==> src/rtl/srtc_pkg.sv <==
package srtc_pkg;
  typedef struct packed {
    logic rd_any;
    logic rd_ctrl;
    logic rd_lo;
    logic rd_hi;
    logic wr_ctrl;
  } bus_dec_t;
endpackage

==> src/rtl/srtc_decode.sv <==
module srtc_decode
  import srtc_pkg::*;
#(
  parameter int ADDR_W    = 12,
  parameter int CTRL_ADDR = 'h103,
  parameter int LO_ADDR   = 'h104,
  parameter int HI_ADDR   = 'h105
) (
  input  logic              req_i,
  input  logic              we_i,
  input  logic [ADDR_W-1:0] addr_i,
  output bus_dec_t          dec_o
);
  logic rd, wr;
  assign rd = req_i & ~we_i;
  assign wr = req_i & we_i;

  always_comb begin
    dec_o         = '0;
    dec_o.rd_any  = rd;
    dec_o.rd_ctrl = rd && (addr_i == ADDR_W'(CTRL_ADDR));
    dec_o.rd_lo   = rd && (addr_i == ADDR_W'(LO_ADDR));
    dec_o.rd_hi   = rd && (addr_i == ADDR_W'(HI_ADDR));
    dec_o.wr_ctrl = wr && (addr_i == ADDR_W'(CTRL_ADDR));
  end
endmodule

==> src/rtl/srtc_counter.sv <==
module srtc_counter #(
  parameter int CNT_W = 64
) (
  input  logic             clk_i,
  input  logic             rst_ni,
  input  logic             wr_en_i,
  input  logic             en_val_i,
  output logic             en_o,
  output logic [CNT_W-1:0] cnt_o
);
  logic             en_q;
  logic [CNT_W-1:0] cnt_q;

  always_ff @(posedge clk_i or negedge rst_ni) begin
    if (!rst_ni) begin
      en_q  <= 1'b0;
      cnt_q <= '0;
    end else begin
      if (wr_en_i) en_q <= en_val_i;
      // increment uses the enable in force before this edge
      if (en_q) cnt_q <= cnt_q + CNT_W'(1);
    end
  end

  assign en_o  = en_q;
  assign cnt_o = cnt_q;
endmodule

==> src/rtl/srtc_tracker.sv <==
module srtc_tracker #(
  parameter int HI_W = 32
) (
  input  logic            clk_i,
  input  logic            rst_ni,
  input  logic            rd_lo_i,
  input  logic            rd_hi_i,
  input  logic            irq_i,
  input  logic [HI_W-1:0] hi_now_i,
  output logic            valid_o
);
  logic            armed_q, taint_q, valid_q;
  logic [HI_W-1:0] snap_q;

  always_ff @(posedge clk_i or negedge rst_ni) begin
    if (!rst_ni) begin
      armed_q <= 1'b0;
      taint_q <= 1'b0;
      valid_q <= 1'b0;
      snap_q  <= '0;
    end else if (rd_lo_i) begin
      armed_q <= 1'b1;
      taint_q <= 1'b0;
      valid_q <= 1'b0;
      snap_q  <= hi_now_i;
    end else if (rd_hi_i) begin
      valid_q <= armed_q && !taint_q && !irq_i && (hi_now_i == snap_q);
      armed_q <= 1'b0;
      taint_q <= 1'b0;
    end else if (armed_q && irq_i) begin
      taint_q <= 1'b1;
    end
  end

  assign valid_o = valid_q;
endmodule

==> src/rtl/split_read_counter.sv <==
module split_read_counter
  import srtc_pkg::*;
#(
  parameter int CNT_W     = 64,
  parameter int LO_W      = 32,
  parameter int DATA_W    = 32,
  parameter int ADDR_W    = 12,
  parameter int CTRL_ADDR = 'h103,
  parameter int LO_ADDR   = 'h104,
  parameter int HI_ADDR   = 'h105
) (
  input  logic              clk_i,
  input  logic              rst_ni,
  input  logic              req_i,
  input  logic              we_i,
  input  logic [ADDR_W-1:0] addr_i,
  input  logic [DATA_W-1:0] wdata_i,
  input  logic              irq_taken_i,
  output logic [DATA_W-1:0] rdata_o
);
  localparam int HI_W = CNT_W - LO_W;

  bus_dec_t          dec;
  logic              en;
  logic [CNT_W-1:0]  cnt;
  logic              valid;
  logic [DATA_W-1:0] rd_mux, rdata_q;

  srtc_decode #(
    .ADDR_W(ADDR_W), .CTRL_ADDR(CTRL_ADDR), .LO_ADDR(LO_ADDR), .HI_ADDR(HI_ADDR)
  ) u_decode (
    .req_i (req_i),
    .we_i  (we_i),
    .addr_i(addr_i),
    .dec_o (dec)
  );

  srtc_counter #(.CNT_W(CNT_W)) u_counter (
    .clk_i   (clk_i),
    .rst_ni  (rst_ni),
    .wr_en_i (dec.wr_ctrl),
    .en_val_i(wdata_i[0]),
    .en_o    (en),
    .cnt_o   (cnt)
  );

  srtc_tracker #(.HI_W(HI_W)) u_tracker (
    .clk_i   (clk_i),
    .rst_ni  (rst_ni),
    .rd_lo_i (dec.rd_lo),
    .rd_hi_i (dec.rd_hi),
    .irq_i   (irq_taken_i),
    .hi_now_i(cnt[CNT_W-1:LO_W]),
    .valid_o (valid)
  );

  always_comb begin
    rd_mux = '0;
    if (dec.rd_ctrl) begin
      rd_mux[DATA_W-1] = valid;
      rd_mux[0]        = en;
    end else if (dec.rd_lo) begin
      rd_mux[LO_W-1:0] = cnt[LO_W-1:0];
    end else if (dec.rd_hi) begin
      rd_mux[HI_W-1:0] = cnt[CNT_W-1:LO_W];
    end
  end

  always_ff @(posedge clk_i or negedge rst_ni) begin
    if (!rst_ni)         rdata_q <= '0;
    else if (dec.rd_any) rdata_q <= rd_mux;
  end

  assign rdata_o = rdata_q;
endmodule

==> config.mk <==
export PLATFORM = sky130hd
export DESIGN_NAME = split_read_counter
export DESIGN_NICKNAME = d
export VERILOG_FILES = /design/src/rtl/srtc_pkg.sv /design/src/rtl/srtc_decode.sv /design/src/rtl/srtc_counter.sv /design/src/rtl/srtc_tracker.sv /design/src/rtl/split_read_counter.sv
export SDC_FILE = /design/constraint.sdc
export NUM_CORES = 1
export LEC_CHECK = 0
export ABC_AREA = 1
export BUFFER_PORTS_ARGS = -buffer_cell sky130_fd_sc_hd__buf_2
export CORE_ASPECT_RATIO = 1.1
export CORE_MARGIN = 10
export CORE_UTILIZATION = 49
export DETAILED_ROUTE_END_ITERATION = 16
export HOLD_SLACK_MARGIN = 0.08
export PLACE_DENSITY = 0.69
export SYNTH_ARGS = -nofsm -noshare
export SYNTH_HDL_FRONTEND = slang
export SYNTH_SLANG_ARGS = --single-unit
==> constraint.sdc <==
create_clock -name clk_i -period 2.55 [get_ports clk_i]
set_input_delay 0.255 -clock clk_i [delete_from_list [all_inputs] [get_ports clk_i]]
set_output_delay 0.255 -clock clk_i [all_outputs]
set_load 0.005 [all_outputs]
# After elaboration in Yosys (flattened, before gate mapping)
# Cells that the tools add are included.
[word_totals] regBits=132 in_bits=49 output_inout_bits=32 elab_cells=39
[op_classes] add_sub_neg=1 n_eq_ne=4 mux=12 bitwise=3 n_reduce_logical=12
[op_table] op="adder 64 x 1 -> 64 bit, second input constant" count=1
[op_table] op="two-way mux 32 bit" count=2
[op_table] op="== test 12 x 9 -> 1 bit, second input constant" count=3
[op_table] op="== test 32 bit" count=1
[op_table] op="two-way mux 30 bit" count=1
[op_table] op="two-way mux 1 bit" count=9
[op_table] op="logical AND 1 bit" count=8
[op_table] op="nonzero test 3 bit" count=1
[op_table] op="AND 1 bit" count=2
[op_table] op="logical NOT 1 bit" count=2
[op_table] op="nonzero test 2 bit" count=1
[op_table] op="NOT 1 bit" count=1

# Longest topological paths before layout
# Gate-level depths: netlist (run 1).
[depth] ltp_word=6 depth_mapped=11 mapped_depth_nobuf=11

# Hierarchy
# A second synthesis (run 1) with hierarchy kept.
[hier_totals] hier_cells=1077 area_unflattened_um2=7825.0
[modules_own_cells] mod="srtc_counter" n_inst=1 cells_each=536 area_each_um2=3968.8 seq_area_each_um2=1626.6
[modules_own_cells] mod="srtc_tracker" n_inst=1 cells_each=269 area_each_um2=1875.5 seq_area_each_um2=875.8
[modules_own_cells] mod="split_read_counter" n_inst=1 cells_each=247 area_each_um2=1868.0 seq_area_each_um2=800.8
[modules_own_cells] mod="srtc_decode" n_inst=1 cells_each=25 area_each_um2=112.6 seq_area_each_um2=0.0

# Worst setup path after synthesis (run 1)
# No wires, ideal clock.
[synth_timing] path_type="flip-flop to flip-flop" start="reg u_counter.cnt_q[0], in the netlist u_counter.cnt_o[0]" end="reg u_counter.cnt_q[54], in the netlist u_counter.cnt_o[54]" setup_ns=0.117 t_arrival_ns=1.336 required_ns=2.433 setup_slack_ns=1.097 path_stages_with_launch=11 n_path_buf=0 period_less_slack_ns=1.453 path_cell_list="dfrtp_1 ha_1 inv_1 nor2_1 nand2_1 nor2_2 nand3_2 nor2_4 nand3_1 nand2_1 nand2_1"
[synth_via] elab_chain_len=1
[synth_rtl] element="start: declaration" line="srtc_counter.sv:12" text="logic [CNT_W-1:0] cnt_q;"
[synth_rtl] element="start signal: assignment" line="srtc_counter.sv:21" text="if (en_q) cnt_q <= cnt_q + CNT_W'(1);"
[synth_rtl] element="adder 64 x 1 -> 64 bit" line="srtc_counter.sv:21"
# Every way passes these cells.
# A chain may end at the register's enable or synchronous reset.

# Worst setup path after layout (run 1)
[layout_timing] start="reg u_counter.cnt_q[0], in the netlist u_counter.cnt_o[0]" end="reg u_counter.cnt_q[62], in the netlist u_counter.cnt_o[62]"
# The elaborated chain is that of the path after synthesis.

==> results by group, run 1 <==
Run status
  – Run status: completed

Synthesis
  – Gate Count Post-Synth: between 900 and 1000
  – Predominant post-synthesis flop cell: dfrtp_1
  – Yosys warns: 0
  – Synth async-reset ratio: 100%
  – Avg Synthesized Cell Area: slightly below 8 um^2
  – Post-synthesis cell area: approximately 7000 um^2
  – #FFs+latches synth: around 130
  – Sequential-to-total area share from yosys stat: a little under half
  – Syn nets: approximately 970
  – EDFF count, synth: 0
  – Post-synth cell types: 36

Die
  – Starting Density: between 40% and 50%
  – Core area: 14400 um^2
  – Die height: roughly 150 um
  – Die width: around 140 um
  – I/O pin total: 81
  – Die area: ~20000 um^2
  – Row cnt: 46

Timing
  – Setup violations, final: 0
  – Min setup slack post-route: 0.629 ns
  – Worst Max-Slew Pin Slew: roughly 0.73 ns
  – Unrepaired setup endpoints after global routing: false
  – Period minus WS final: 1.92 ns
  – Final Hold Violating Endpoints: 0
  – Max Slew Vio Count: 0
  – Fmax: 521 MHz
  – Setup_tns: 0 ns
  – Tcrit/Tclk final: 75.3%
  – Slew margin rel.: approximately 51%
  – Fin Clk Skew: about 0.012 ns

Worst setup path
  – Crit end category: register
  – Setup crit start kind: register
  – Reg2Reg Depth: 10
  – Crit Path Max Fanout: 4
  – CP arrival: ~2.2 ns
  – WP data required: 2.87 ns
  – Kind of critical path: reg -> reg

Cells and area
  – Ant diodes: 0
  – Commonest non-fill, non-tap cells in the layout: nand2_1, dfrtp_1, nor2_1
  – Filler cells: ~1300
  – Nets: 1023
  – Area growth syn-to-layout: 15.0%
  – Area occupied by multi-input gates: 3340 um^2
  – Commonest non-fill, non-tap cell in the layout: nand2_1
  – Storage cell area: approximately 3300 um^2
  – Share of layout cells above drive strength 1: around 15%

Worst hold path
  – Min-Delay Path Class: in -> reg
  – Worst Hold Depth: 3

Detailed routing
  – Number of remaining DRC errors: 0
  – Routed wire length: about 20000 um
  – Average wire per standard cell: approximately 17 um
  – DRT Pass-1 Iters: 5
  – 1st-iter DRT viols: 708
  – Via-to-Cell Ratio: around 5.2
  – Via count: just over 6000
  – Post-DRT Antenna Nets: 0

Global routing
  – Congestion Overflow GR: 0
  – Largest net degree at the start of global routing: between 50 and 60
  – Global-route wire length before repair: between 30000 and 40000 um
  – Total track usage: 20.8%
  – Vias in the first global route: between 6000 and 7000
  – Initial antenna violation count: 0

Power
  – Sw power: approximately 1.2 mW
  – Switching portion of total power: ~24%
  – Share of power burned in registers: between 40% and 50%
  – VDD IR max: approximately 0.44 mV
  – PwrDens: 599 nW/um^2
  – Logic pwr share: ~6.0%
  – Clk pwr share: between 40% and 50%
  – Internal power: about 3.7 mW
  – Static leakage: ~4 nW

CTS
  – Root buf cell: clkbuf_16
  – Max Root-Sink Buffers: 2
  – H-tree levels: 4
  – CTS tree: built
  – Post-CTS Resized: 0
  – Clock Pin Slew Worst Setup and Hold Paths: 0.06 ns
  – Clk_lat worst skew: ~0.43 ns
  – Cts bufs inserted: 17
  – CTS sink count: around 130

Job
  – Number of max-cap violations: 0

Place
  – Pre-CTS WS: between 0.7 and 0.8 ns
  – Port bufs: roughly 50
  – Hpwl dp: ~15000 um
  – Gpl congestion: slightly below 1
[final cells by class]
| cell class | instances | area share (%) |
|---|---|---|
| Sequential cell | 132 | 40.1 |
| Timing Repair Buffer | 60 | 4.29 |
| Clock buffer | 20 | 5.54 |
| Tap cell | 192 | 2.91 |
| Multi-Input combinational cell | 649 | 40.5 |
| Inverter | 113 | 5.16 |
| Clock inverter | 12 | 1.56 |
[power by group through the flow]
| stage | Sequential (mW) | Combinational [mW] | Clock (mW) |
|---|---|---|---|
| 2_1_floorplan | 2.24 | 0.187 | 0 |
| 3_3_place_gp | 2.26 | 0.284 | 0 |
| 3_5_place_dp | 2.26 | 0.293 | 0 |
| 4_1_cts | 2.22 | 0.301 | 2.45 |
| 5_1_grt | 2.23 | 0.333 | 2.53 |
| 6_report | 2.22 | 0.296 | 2.42 |
[registers in the layout, summed over array words and instances (netlist names)]
register / count
u_counter.cnt_o: 64
rdata_o: 32
u_tracker.snap_q: 32
u_counter.en_o: 1
u_tracker.armed_q: 1
u_tracker.taint_q: 1
u_tracker.valid_o: 1
[cells in the mapped netlist (2+ instances only)]
library cell  number  area share (%)
clkbuf_1           4            0.21
buf_2             15             1.0
nand2_1          268              14
nor3_1            11            0.77
o22ai_1            2            0.17
xnor2_1           32             3.9
dfrtp_1          132              46
o21ai_1           21             1.5
inv_2              8            0.42
nand2_2           10            0.87
o211ai_1          26             2.7
nor2_4            11             1.7
nor2_1           105             5.5
nand4_1           38             3.3
inv_1            104             5.4
nand3_2            6            0.84
nor2_2            13             1.1
xor2_1            26             3.2
a21oi_1           13            0.91
o21ai_0           12            0.84
nand3_1           42             2.9
nor2_8             2            0.56
[repair_timing]
item	4_1_cts	5_1_grt
hold buffers	3	0
endpoints found under the hold margin	134	0
setup buffers	0	0
[per-layer routing]
| metal | global-route usage [%] | up-vias | part of all wire [%] |
|---|---|---|---|
| met3 | 3.92 | 38 | 6.0 |
| met4 | 9.38 | 0 | 3.4 |
| met1 | 27.8 | 2882 | 45 |
| met2 | 32.1 | 203 | 46 |
| met5 | 0 | - | 0 |
| li1 | - | 3018 | - |
[worst max-delay path, stage by stage (launching register included)]
cell and delay, ns:
dfrtp_1 0.42, ha_1 0.22, inv_1 0.07, nor2_1 0.20, nand2_1 0.08, nor2_1 0.17, nand4_1 0.14, nor2_1 0.33
nand2_1 0.09, nand2_1 0.07, nand2_1 0.05
[final timing paths]
| path | end | startpoint | slack [ns] |
|---|---|---|---|
| setup / recovery | u_counter.cnt_o[62] | u_counter.cnt_o[0] | 0.63 |
| hold / removal | u_counter.en_o | req_i | 0.14 |
| setup reg to reg | u_counter.cnt_o[62] | u_counter.cnt_o[0] | 0.63 |
| hold reg to reg | rdata_o[8] | rdata_o[8] | 0.48 |
| max in group asynchronous | u_counter.en_o | rst_ni | 1.64 |
| min in group asynchronous | rdata_o[15] | rst_ni | 0.24 |
[cells by family after synthesis]
kind of cell | share of synthesized area (%)
AND/OR/NAND/NOR | 33.0
adder cells (fa/ha/maj) | 0.175
flip-flops | 46.1
XOR/XNOR | 7.09
AO/OA/AOI/OAI | 6.34
buffers and inverters | 7.37
[through the flow]
step,cell area [um^2],power [mW],std cells,util (%),hold WS (ns)
3_3_place_gp,7630,2.54,1143,53.0,0.120
4_1_cts,8250,4.97,1178,57.3,0.139
2_1_floorplan,7170,2.43,915,-,-0.0406
3_5_place_dp,7630,2.55,1143,53.0,0.122
5_1_grt,8250,5.10,1178,57.3,0.164
6_report,8250,4.94,1178,57.3,0.145
No activity file was read; power rests on OpenSTA's default activity.
==> run 2, diff against run 1 <==
- clock period: 2.55 -> 1.8 ns (I/O delays scaled with it)
==> run 2 against run 1 <==
Against the previous run: die area unchanged; cell count up 3.7%; non-clock buffer count up 44; critical path type unchanged.
==> results by group, run 2 (synthesis results as in run 1) <==
Run status
  – Run status: completed

Worst setup path
  – Cell Chain, Critical Path: ha_2 > inv_2 > nor2_4 > nand2_2 > nor2_2 > nand3_2 > nor2_4 > buf_4 > nand2_1 > nand2_1 > nand2_1
  – Slowest cell delay on critical path: approximately 0.41 ns
  – Crit Path Max Fanout: 4
  – Reg2Reg Depth: 11
  – Setup crit start kind: register
  – WP depth: 11
  – Crit end category: register
  – Largest delay share family, worst path: simple AND/OR/NAND/NOR gates
  – Cell mode on critical path: nand2_1
  – CP max stage cell: dfrtp_1
  – Kind of critical path: reg -> reg
  – WP buf/inv: 2
  – WP data required: roughly 2.1 ns
  – CP arrival: about 2.0 ns

Cells and area
  – Commonest non-fill, non-tap cells in the layout: nand2_1, dfrtp_1, inv_1
  – Share of layout cells above drive strength 1: 19.6%
  – Ant diodes: 0
  – Max reg flops: 64
  – Non-Filler Instances: about 1200
  – Area growth syn-to-layout: 21.0%
  – Finished Cell Area: approximately 8700 um^2
  – Commonest non-fill, non-tap cell in the layout: nand2_1
  – Nets: between 1000 and 1500
  – Final Util: about 60%

Timing
  – Final Hold Violating Endpoints: 0
  – Fmax: 586 MHz
  – WHS: about 0.15 ns
  – Worst Max-Slew Pin Slew: 0.452 ns
  – Unrepaired setup endpoints after global routing: true
  – Fin Clk Skew: approximately 0.0071 ns
  – Max Slew Vio Count: 0
  – Slew margin rel.: a little over two thirds
  – Min setup slack post-route: 0.0937 ns
  – Setup violations, final: 0
  – Setup_tns: 0 ns
  – Tcrit/Tclk final: 94.8%
  – Period minus WS final: approximately 1.7 ns

Detailed routing
  – Via-to-Cell Ratio: approximately 5.3
  – Average wire per standard cell: 17.1 um
  – DRT Pass-1 Iters: 5
  – Routed wire length: around 21000 um
  – Number of remaining DRC errors: 0
  – Post-DRT Antenna Nets: 0
  – Via count: approximately 6400
  – 1st-iter DRT viols: approximately 550

Power
  – PwrDens: 810 nW/um^2
  – VDD IR max: ~0.56 mV
  – Static leakage: 4.14 nW
  – Power, Total: around 7.0 mW

Place
  – # placed instances: around 1200
  – Hpwl dp: between 15000 and 20000 um
  – Gpl congestion: 0.992
  – Port bufs: a little under 50
  – Pre-CTS WS: between 0.08 and 0.09 ns
  – Placed cell areas: about 7900 um^2

Die
  – Core area: around 14000 um^2
  – Row cnt: between 40 and 50
  – Die width: 135 um
  – Die area: slightly below 20000 um^2
  – Starting Density: roughly half
  – I/O pin total: between 80 and 90
  – Die height: 147 um

CTS
  – Root buf cell: clkbuf_16
  – Cts bufs inserted: 17
  – Clock Pin Slew Worst Setup and Hold Paths: ~0.06 ns
  – CTS tree: built
  – Max Root-Sink Buffers: 2
  – CTS sink count: 132
  – Clk_lat worst skew: around 0.43 ns
  – H-tree levels: 4

Global routing
  – Largest net degree at the start of global routing: roughly 50
  – Global-route wire length before repair: 33500 um
  – Initial antenna violation count: 1
  – Total track usage: 21.6%
  – Congestion Overflow GR: 0
  – Vias in the first global route: between 6000 and 7000

Job
  – Number of max-cap violations: 0

Worst hold path
  – Worst Hold Depth: 4
  – Min-Delay Path Class: in -> reg
-- run 2: where the power goes --
| part | total, mW | switching, mW | internal [mW] |
|---|---|---|---|
| Clock | 3.38 | 1.33 | 2.06 |
| Sequential | 3.14 | 0.0980 | 3.05 |
| Combinational | 0.491 | 0.307 | 0.184 |
| Total | 7.02 | 1.73 | 5.29 |
-- run 2: routing by layer --
layer  global-route usage [%]  vias to the layer above  wire (um)
li1                         -                     3116          -
met1                     28.2                     3036       9180
met2                     32.9                      215       9580
met3                     4.88                       45       1260
met4                     10.5                        2        859
met5                        0                        -         15
-- run 2: final timing paths --
kind | startpoint | to | slack (ns)
max reg2reg | u_counter.cnt_o[1] | u_counter.cnt_o[38] | 0.09
max | u_counter.cnt_o[1] | u_counter.cnt_o[38] | 0.09
min in group asynchronous | rst_ni | u_counter.cnt_o[18] | 0.25
min | we_i | rdata_o[31] | 0.15
min reg2reg | rdata_o[16] | rdata_o[16] | 0.48
max in group asynchronous | rst_ni | u_tracker.snap_q[5] | 0.94
-- run 2: final cells by class --
class / instances / area (um^2)
clock buffers: 18 / 439
clock inverters: 13 / 136
fillers: 1331 / 5720
inverters: 113 / 425
multi-input cells: 649 / 3390
flip-flops and latches: 132 / 3300
well taps: 192 / 240
repair buffers: 104 / 737
-- run 2: timing repair --
| action | CTS | global route |
|---|---|---|
| setup buffers | 0 | 8 |
| endpoints found under the setup margin | 0 | 21 |
| resized for setup | 0 | 18 |
| hold buffers | 4 | 0 |
| endpoints found under the hold margin | 86 | 0 |
-- run 2: worst reg2reg max path: cells and delay by family, from the launching register on --
family | cells | cell delay, ns
buffers and inverters | 2 | 0.22
and+or+nand+nor | 8 | 0.75
adders and majority gates | 1 | 0.22
DFF | 1 | 0.41
